[src/rtl/burst_seq_pkg.sv]
`timescale 1ns/1ps
package burst_seq_pkg;

  typedef enum logic {
    ORDER_LINEAR     = 1'b0,
    ORDER_INTERLEAVE = 1'b1
  } burst_order_e;

  // Widest burst field the helper functions cover.
  localparam int SEQ_MAX_W = 8;

  // Wrapping-increment offset: start plus beat, truncated by the caller.
  function automatic logic [SEQ_MAX_W-1:0] seq_linear(
    input logic [SEQ_MAX_W-1:0] start_low,
    input logic [SEQ_MAX_W-1:0] beat
  );
    return start_low + beat;
  endfunction

  // Interleaved offset: start bits flipped where the beat count has ones.
  function automatic logic [SEQ_MAX_W-1:0] seq_interleave(
    input logic [SEQ_MAX_W-1:0] start_low,
    input logic [SEQ_MAX_W-1:0] beat
  );
    return start_low ^ beat;
  endfunction

endpackage

[src/rtl/burst_strobe_decode.sv]
`timescale 1ns/1ps
module burst_strobe_decode (
  input  logic proc_strobe_n,
  input  logic ctrl_strobe_n,
  input  logic advance_n,
  output logic load_evt,
  output logic step_evt
);

  // Either strobe loads; advance acts only without a strobe.
  always_comb begin
    load_evt = !proc_strobe_n || !ctrl_strobe_n;
    step_evt = !advance_n && !load_evt;
  end

endmodule

[src/rtl/burst_beat_counter.sv]
`timescale 1ns/1ps
module burst_beat_counter #(
  parameter int BEAT_W = 2
) (
  input  logic              clk,
  input  logic              rst_n,
  input  logic              load_evt,
  input  logic              step_evt,
  output logic [BEAT_W-1:0] cnt,
  output logic              wrap_evt
);

  localparam logic [BEAT_W-1:0] ONE  = BEAT_W'(1);
  localparam logic [BEAT_W-1:0] LAST = '1;

  always_ff @(posedge clk) begin
    if (!rst_n)        cnt <= '0;
    else if (load_evt) cnt <= '0;
    else if (step_evt) cnt <= cnt + ONE;
  end

  // Event: the step that closes a burst and returns to beat zero.
  assign wrap_evt = step_evt && (cnt == LAST);

  assert_load_zero_R2: assert property (@(posedge clk) disable iff (!rst_n)
    load_evt |=> (cnt == '0));

  assert_step_next_R4: assert property (@(posedge clk) disable iff (!rst_n)
    step_evt |=> (cnt == $past(cnt) + ONE));

  assert_wrap_home_R7: assert property (@(posedge clk) disable iff (!rst_n)
    wrap_evt |=> (cnt == '0));

  assert_hold_beat_R8: assert property (@(posedge clk) disable iff (!rst_n)
    (!load_evt && !step_evt) |=> $stable(cnt));

endmodule

[src/rtl/burst_start_reg.sv]
`timescale 1ns/1ps
module burst_start_reg #(
  parameter int ADDR_W = 20
) (
  input  logic                        clk,
  input  logic                        rst_n,
  input  logic                        load_evt,
  input  logic [ADDR_W-1:0]           start_addr,
  input  logic                        order_sel,
  input  logic                        chip_en,
  output logic [ADDR_W-1:0]           base_q,
  output burst_seq_pkg::burst_order_e order_q,
  output logic                        chip_q
);

  always_ff @(posedge clk) begin
    if (!rst_n) begin
      base_q  <= '0;
      order_q <= burst_seq_pkg::ORDER_LINEAR;
      chip_q  <= 1'b0;
    end else if (load_evt) begin
      base_q  <= start_addr;
      order_q <= burst_seq_pkg::burst_order_e'(order_sel);
      chip_q  <= chip_en;
    end
  end

  assert_capture_R2: assert property (@(posedge clk) disable iff (!rst_n)
    load_evt |=> (base_q == $past(start_addr)) && (chip_q == $past(chip_en)));

  assert_order_kept_R9: assert property (@(posedge clk) disable iff (!rst_n)
    !load_evt |=> $stable(order_q));

  assert_chip_kept_R8: assert property (@(posedge clk) disable iff (!rst_n)
    !load_evt |=> $stable(chip_q));

endmodule

[src/rtl/burst_addr_map.sv]
`timescale 1ns/1ps
module burst_addr_map #(
  parameter int BEAT_W = 2
) (
  input  logic [BEAT_W-1:0]           start_low,
  input  logic [BEAT_W-1:0]           beat,
  input  burst_seq_pkg::burst_order_e order,
  output logic [BEAT_W-1:0]           low_addr
);

  localparam int MW = burst_seq_pkg::SEQ_MAX_W;

  logic [MW-1:0]     lin_full;
  logic [MW-1:0]     ilv_full;
  logic [BEAT_W-1:0] lin_low;
  logic [BEAT_W-1:0] ilv_low;
  logic [BEAT_W-1:0] ilv_bits;

  always_comb begin
    lin_full = burst_seq_pkg::seq_linear(MW'(start_low), MW'(beat));
    ilv_full = burst_seq_pkg::seq_interleave(MW'(start_low), MW'(beat));
    lin_low  = lin_full[BEAT_W-1:0];
    ilv_low  = ilv_full[BEAT_W-1:0];
  end

  // Per-bit form of the interleave, kept as an independent cross-check.
  for (genvar i = 0; i < BEAT_W; i++) begin : g_ilv_bit
    assign ilv_bits[i] = start_low[i] ^ beat[i];
  end

  assign low_addr = (order == burst_seq_pkg::ORDER_INTERLEAVE) ? ilv_low : lin_low;

  always_comb begin
    assert_ilv_match_R6: assert (ilv_bits == ilv_low);
  end

endmodule

[src/rtl/burst_seq_gen.sv]
`timescale 1ns/1ps
module burst_seq_gen #(
  parameter int ADDR_W = 20,
  parameter int BEAT_W = 2
) (
  input  logic              clk,
  input  logic              rst_n,
  input  logic              proc_strobe_n,
  input  logic              ctrl_strobe_n,
  input  logic              advance_n,
  input  logic              order_sel,
  input  logic              chip_en,
  input  logic [ADDR_W-1:0] start_addr,
  output logic [ADDR_W-1:0] cur_addr,
  output logic [BEAT_W-1:0] beat_idx,
  output logic              chip_sel
);

  localparam int UP_W = ADDR_W - BEAT_W;

  // Named internal events for the assertions.
  logic                        load_evt;
  logic                        step_evt;
  logic                        wrap_evt;
  logic [ADDR_W-1:0]           base_q;
  burst_seq_pkg::burst_order_e order_q;
  logic [BEAT_W-1:0]           cnt;
  logic [BEAT_W-1:0]           low_addr;

  burst_strobe_decode u_decode (
    .proc_strobe_n (proc_strobe_n),
    .ctrl_strobe_n (ctrl_strobe_n),
    .advance_n     (advance_n),
    .load_evt      (load_evt),
    .step_evt      (step_evt)
  );

  burst_start_reg #(.ADDR_W(ADDR_W)) u_start (
    .clk        (clk),
    .rst_n      (rst_n),
    .load_evt   (load_evt),
    .start_addr (start_addr),
    .order_sel  (order_sel),
    .chip_en    (chip_en),
    .base_q     (base_q),
    .order_q    (order_q),
    .chip_q     (chip_sel)
  );

  burst_beat_counter #(.BEAT_W(BEAT_W)) u_count (
    .clk      (clk),
    .rst_n    (rst_n),
    .load_evt (load_evt),
    .step_evt (step_evt),
    .cnt      (cnt),
    .wrap_evt (wrap_evt)
  );

  burst_addr_map #(.BEAT_W(BEAT_W)) u_map (
    .start_low (base_q[BEAT_W-1:0]),
    .beat      (cnt),
    .order     (order_q),
    .low_addr  (low_addr)
  );

  assign cur_addr = {base_q[ADDR_W-1:BEAT_W], low_addr};
  assign beat_idx = cnt;

  assert_upper_kept_R7: assert property (@(posedge clk) disable iff (!rst_n)
    !load_evt |=> $stable(cur_addr[ADDR_W-1:ADDR_W-UP_W]));

  assert_back_to_start_R7: assert property (@(posedge clk) disable iff (!rst_n)
    wrap_evt |=> (cur_addr == base_q));

  assert_strobe_wins_R3: assert property (@(posedge clk) disable iff (!rst_n)
    (load_evt && !advance_n) |=> (beat_idx == '0));

endmodule

[config.mk]
export PLATFORM = sky130hd
export DESIGN_NAME = burst_seq_gen
export DESIGN_NICKNAME = d
export VERILOG_FILES = /design/src/rtl/burst_seq_pkg.sv /design/src/rtl/burst_strobe_decode.sv /design/src/rtl/burst_beat_counter.sv /design/src/rtl/burst_start_reg.sv /design/src/rtl/burst_addr_map.sv /design/src/rtl/burst_seq_gen.sv
export SDC_FILE = /design/constraint.sdc
export NUM_CORES = 1
export LEC_CHECK = 0
export ABC_CLOCK_PERIOD_IN_PS = 900
export BUFFER_PORTS_ARGS = -buffer_cell sky130_fd_sc_hd__buf_2
export CAP_MARGIN = 40
export CORE_ASPECT_RATIO = 0.5
export CORE_MARGIN = 1.5
export CORE_UTILIZATION = 39
export DETAILED_ROUTE_END_ITERATION = 7
export PLACE_DENSITY = 0.72
export SLEW_MARGIN = 20
export SYNTH_ARGS = -nofsm -noshare
export SYNTH_HDL_FRONTEND = slang
export SYNTH_SLANG_ARGS = --single-unit
[constraint.sdc]
create_clock -name clk -period 0.9 [get_ports clk]
set_clock_uncertainty 0.15 [all_clocks]
set_input_delay 0.18 -clock clk [delete_from_list [all_inputs] [get_ports clk]]
set_output_delay 0.18 -clock clk [all_outputs]
set_load 0.02 [all_outputs]
# After elaboration in Yosys (flattened, before gate mapping)
# Cells that the tools add are included.
# totals
register_bits,24
inputBits,27
out_inout_bits,23
wordCells,16
# op_classes
n_addsub,2
muxes,1
n_bitwise,2
n_reduce_logical,7
# op_table
op,count
logical NOT 1 bit,4
"adder 2 x 1 -> 2 bit, second input constant",1
adder 2 bit,1
2-to-1 mux 2 bit,1
OR reduction 2 bit,1
bitwise XOR 2 bit,1
logical AND 1 bit,1
logical OR 1 bit,1
NOT 1 bit,1

# Longest topological paths before layout
# logic_depth
depth_word,4
ltp_mapped,5
mapped_depth_nobuf,3

# Hierarchy
# From an unflattened synthesis, not the netlist that was laid out.
# unflattened
hier_cells,86
area_unflattened_um2,998.5
# modules_own_cells
mod,n_inst,cells_each,area_each_um2,seq_area_each_um2
burst_start_reg,1,71,857.1,440.4
burst_beat_counter,1,9,92.6,40.0
burst_addr_map,1,4,36.3,0.0
burst_strobe_decode,1,2,12.5,0.0

# Least setup slack after synthesis
# Ideal clock, no wire load.
# synth_path
path_kind,flip-flop to output port
start,reg u_count.cnt[0]
end,out cur_addr[1]
arrival_time_ps,1088
required_ps,570
setup_slack_ps,-518
stages_incl_launch_ff,4
n_path_buf,0
cell_sequence,dfxtp_1 ha_1 nor2b_1 xnor2_1
# synth_via
elab_chain_cells,2
# synth_rtl
element,line_no,source
start: declaration,burst_beat_counter.sv:9,"output logic [BEAT_W-1:0] cnt,"
start signal: assignment,burst_beat_counter.sv:19,else if (step_evt) cnt <= cnt + ONE;
adder 2 bit,burst_seq_pkg.sv:17,return start_low + beat;
2-to-1 mux 2 bit,burst_addr_map.sv:31,assign low_addr = (order == burst_seq_pkg::ORDER_INTERLEAVE) ? ilv_low : lin_low;
end: declaration,burst_seq_gen.sv:14,"output logic [ADDR_W-1:0] cur_addr,"
# No other way between the ends.

# Worst setup path in the final report
# layout_path
start,reg u_start.base_q[0]
end,out cur_addr[1]
# layout_via
elab_chain_cells,2
# layout_rtl
element,line_no,source
start: declaration,burst_start_reg.sv:11,"output logic [ADDR_W-1:0] base_q,"
start signal: assignment,burst_start_reg.sv:22,base_q <= start_addr;
adder 2 bit,burst_seq_pkg.sv:17,
2-to-1 mux 2 bit,burst_addr_map.sv:31,
# No other way between the ends.

==> metrics <==
Final Critical Period=1.529 ns; Initial Util=0.4268; DRT iter0 DRCs=15; Logic pwr share=0.246; number of global-route vias before repair=894; WP data arrival=1.20 ns; final worst setup slack=-0.6288 ns; P_leak=0.0008430 µW; area delta synth->final=60.70%; Yosys cell types=14; GRT Overall Usage=0.1509; clock group share of total power=0.271; fin. max-slew vios=0; Wirelength per Cell=10.62 µm; clock root cell=clkbuf_8; global-route wire length before repair=3.864 mm; CTS tree=done; Data required, critical path=0.57 ns; met3 routed WL=117 µm; CP endpoint kind=output pin; Ports=50; clock latency on the worst-skew pair=0.27 ns; Synth async-reset ratio=0; status=finished, violations left; Die W=79.88 µm; FF+latch area=511.7 µm²; antenna cells=0; final hold slack=-0.006687 ns; final setup vio count=27; synth warn=0; Final #Nets=215; Final Cycle Share=1.699; Antenna Nets Post-Route=0; core area=2700 µm²; initial antenna violation count=0; Max clock buf depth=2; layout filler cell count=231; DIE HEIGHT=41.44 µm; Min-Delay Path Class=in -> reg; # DRC=0; Sw Share=0.2641; pre-CTS WS=-0.4184 ns; Synth Flop Type=dfxtp_1; CP max stage delay=0.36 ns; Seq/Total Area, Yosys=0.4169; Crit Path Class=reg -> out; clock sink count=24; Least-Margin Pin Slew=0.2882 ns; final core occ=0.6858; Layout Cells excl Fill=223; met2 WL=1.225 mm; routability cong.=0.7104; critical-path maximum fanout=2; Psw=643.7 µW; Max Freq=654.1 MHz; synthesized area per cell=9.074 µm²; failing checks=hold timing, setup timing; die area=3310 µm²; placed cells=201; Synth top cells by count=46 x nand2_1, 24 x dfxtp_1, 20 x a21boi_2; largest net degree at the start of global routing=14; Reg power frac=0.484; PortBufs=49; Max Used Layer=met3; Critical-path top delay cell=dfxtp_2; Mapped Nets=155; Vias/cell=4.238; #FFs+latches synth=24; clock-pin slew on the worst setup and hold paths=0.09 ns; Routed WL=2.368 mm; Vias=945; P_int=1794 µW; Max-Cap Viols=0; critical-path cell list=ha_4 > nor2b_4 > xnor2_4 > buf_6; top cell type by total area after synthesis=dfxtp_1; Worst setup SP type=register; power per cell area=1316 nW/µm²; Synth top area share=0.4169; worst vdd ir=0.7671 mV; largest cells by area after synthesis=dfxtp_1 42%, a21boi_2 20%, nand2_1 15%; Core Rows=13; unrepaired setup endpoints after global routing=true; Multi-input gate area=594.3 µm²; slew margin rel.=0.8070; Post-Syn Area=1152 µm²; Syn Inst Count=127; most common cell in the netlist=nand2_1; GR Overflow Total=0; DP Wirelength=1.616 mm; Num CTS Buffers=3; layout cells sized above 1=0.8172; router iterations before antenna repair=2; met1 wire length=1.026 mm; CTS HTree Levels=1; EDFF count, synth=0; Fin. Hold Viols=5
worst max-delay path, delay by kind of cell (launching register included):
family,cells,cell delay [ns]
flops,1,0.36
buf+inv,1,0.13
simple gates,1,0.18
xor+xnor,1,0.13
fa+ha+maj,1,0.13
placed cells by master, fill, tap and decap left out, drive strengths merged:
cell | netlist | routed
dfxtp | 24 | 24
ha | 1 | 1
and2 | 1 | 1
nand2 | 46 | 46
buf | 23 | 80
nor2 | 1 | 1
xnor2 | 3 | 3
nor3 | 1 | 1
a21boi | 22 | 22
clkbuf | 2 | 4
nor2b | 3 | 3
stage by stage:
| step | instance area (µm²) | power, µW | hold slack, ns | setup TNS [ns] |
|---|---|---|---|---|
| CTS | 1817 | 2458 | -0.01203 | -4.927 |
| floorplan | 1262 | 1537 | 0.1725 | -1.043 |
| global route | 1852 | 2565 | -0.02012 | -5.892 |
| global placement | 1483 | 1630 | 0.2828 | -2.930 |
| detailed placement | 1483 | 1637 | 0.2883 | -3.144 |
| finish | 1852 | 2438 | -0.006687 | -4.999 |
sequential cells by signal, summed over array words and instances, names as in the netlist:
name	cells
u_start.base_q	20
u_count.cnt	2
u_start.chip_q	1
u_start.order_q	1
final cells by class:
cell class              instances  area share
repair buffers                 80      0.3534
flip-flops and latches         24      0.2764
clock buffers                   4     0.02432
multi-input cells              78      0.3209
well taps                      37     0.02500
cells by family (layout without fill, tap and decap cells):
| group | Yosys count | after routing | synth area share |
|---|---|---|---|
| AND/OR/NAND/NOR | 52 | 52 | 0.1792 |
| buffers and inverters | 25 | 84 | 0.1618 |
| flip-flops | 24 | 24 | 0.4169 |
| AO/OA/AOI/OAI | 22 | 22 | 0.2085 |
| XOR/XNOR | 3 | 3 | 0.02281 |
| adder cells (fa/ha/maj) | 1 | 1 | 0.01086 |
final timing paths:
path                      start  slack, ns                  to  depth (start not counted)
max           u_start.base_q[0]      -0.63         cur_addr[1]                          4
min              start_addr[17]     -0.007  u_start.base_q[17]                          3
max reg2reg      u_count.cnt[0]      -0.24      u_count.cnt[1]                          5
min reg2reg  u_start.base_q[15]       0.32  u_start.base_q[15]                          2
routing by layer:
metal | vias up | GRT usage
li1 | 503 | -
met1 | 419 | 0.1705
met2 | 23 | 0.2814
met3 | 0 | 0.05275
met4 | 0 | 0.02069
met5 | - | 0
timing repair:
| action | in CTS | in global routing |
|---|---|---|
| buffers inserted | 14 | 4 |
| hold endpoints to repair | 19 | 8 |
| pin swaps | 2 | 2 |
| setup endpoints to repair | 25 | 26 |
| resized for setup | 70 | 2 |
power groups by stage:
stage | combinational (µW) | clock (µW) | sequential, µW
6_report | 599 | 660 | 1180
5_1_grt | 643 | 734 | 1190
4_1_cts | 587 | 692 | 1180
3_5_place_dp | 450 | 0 | 1190
3_3_place_gp | 444 | 0 | 1190
2_1_floorplan | 347 | 0 | 1190
Power figures use the tool's default switching activity.
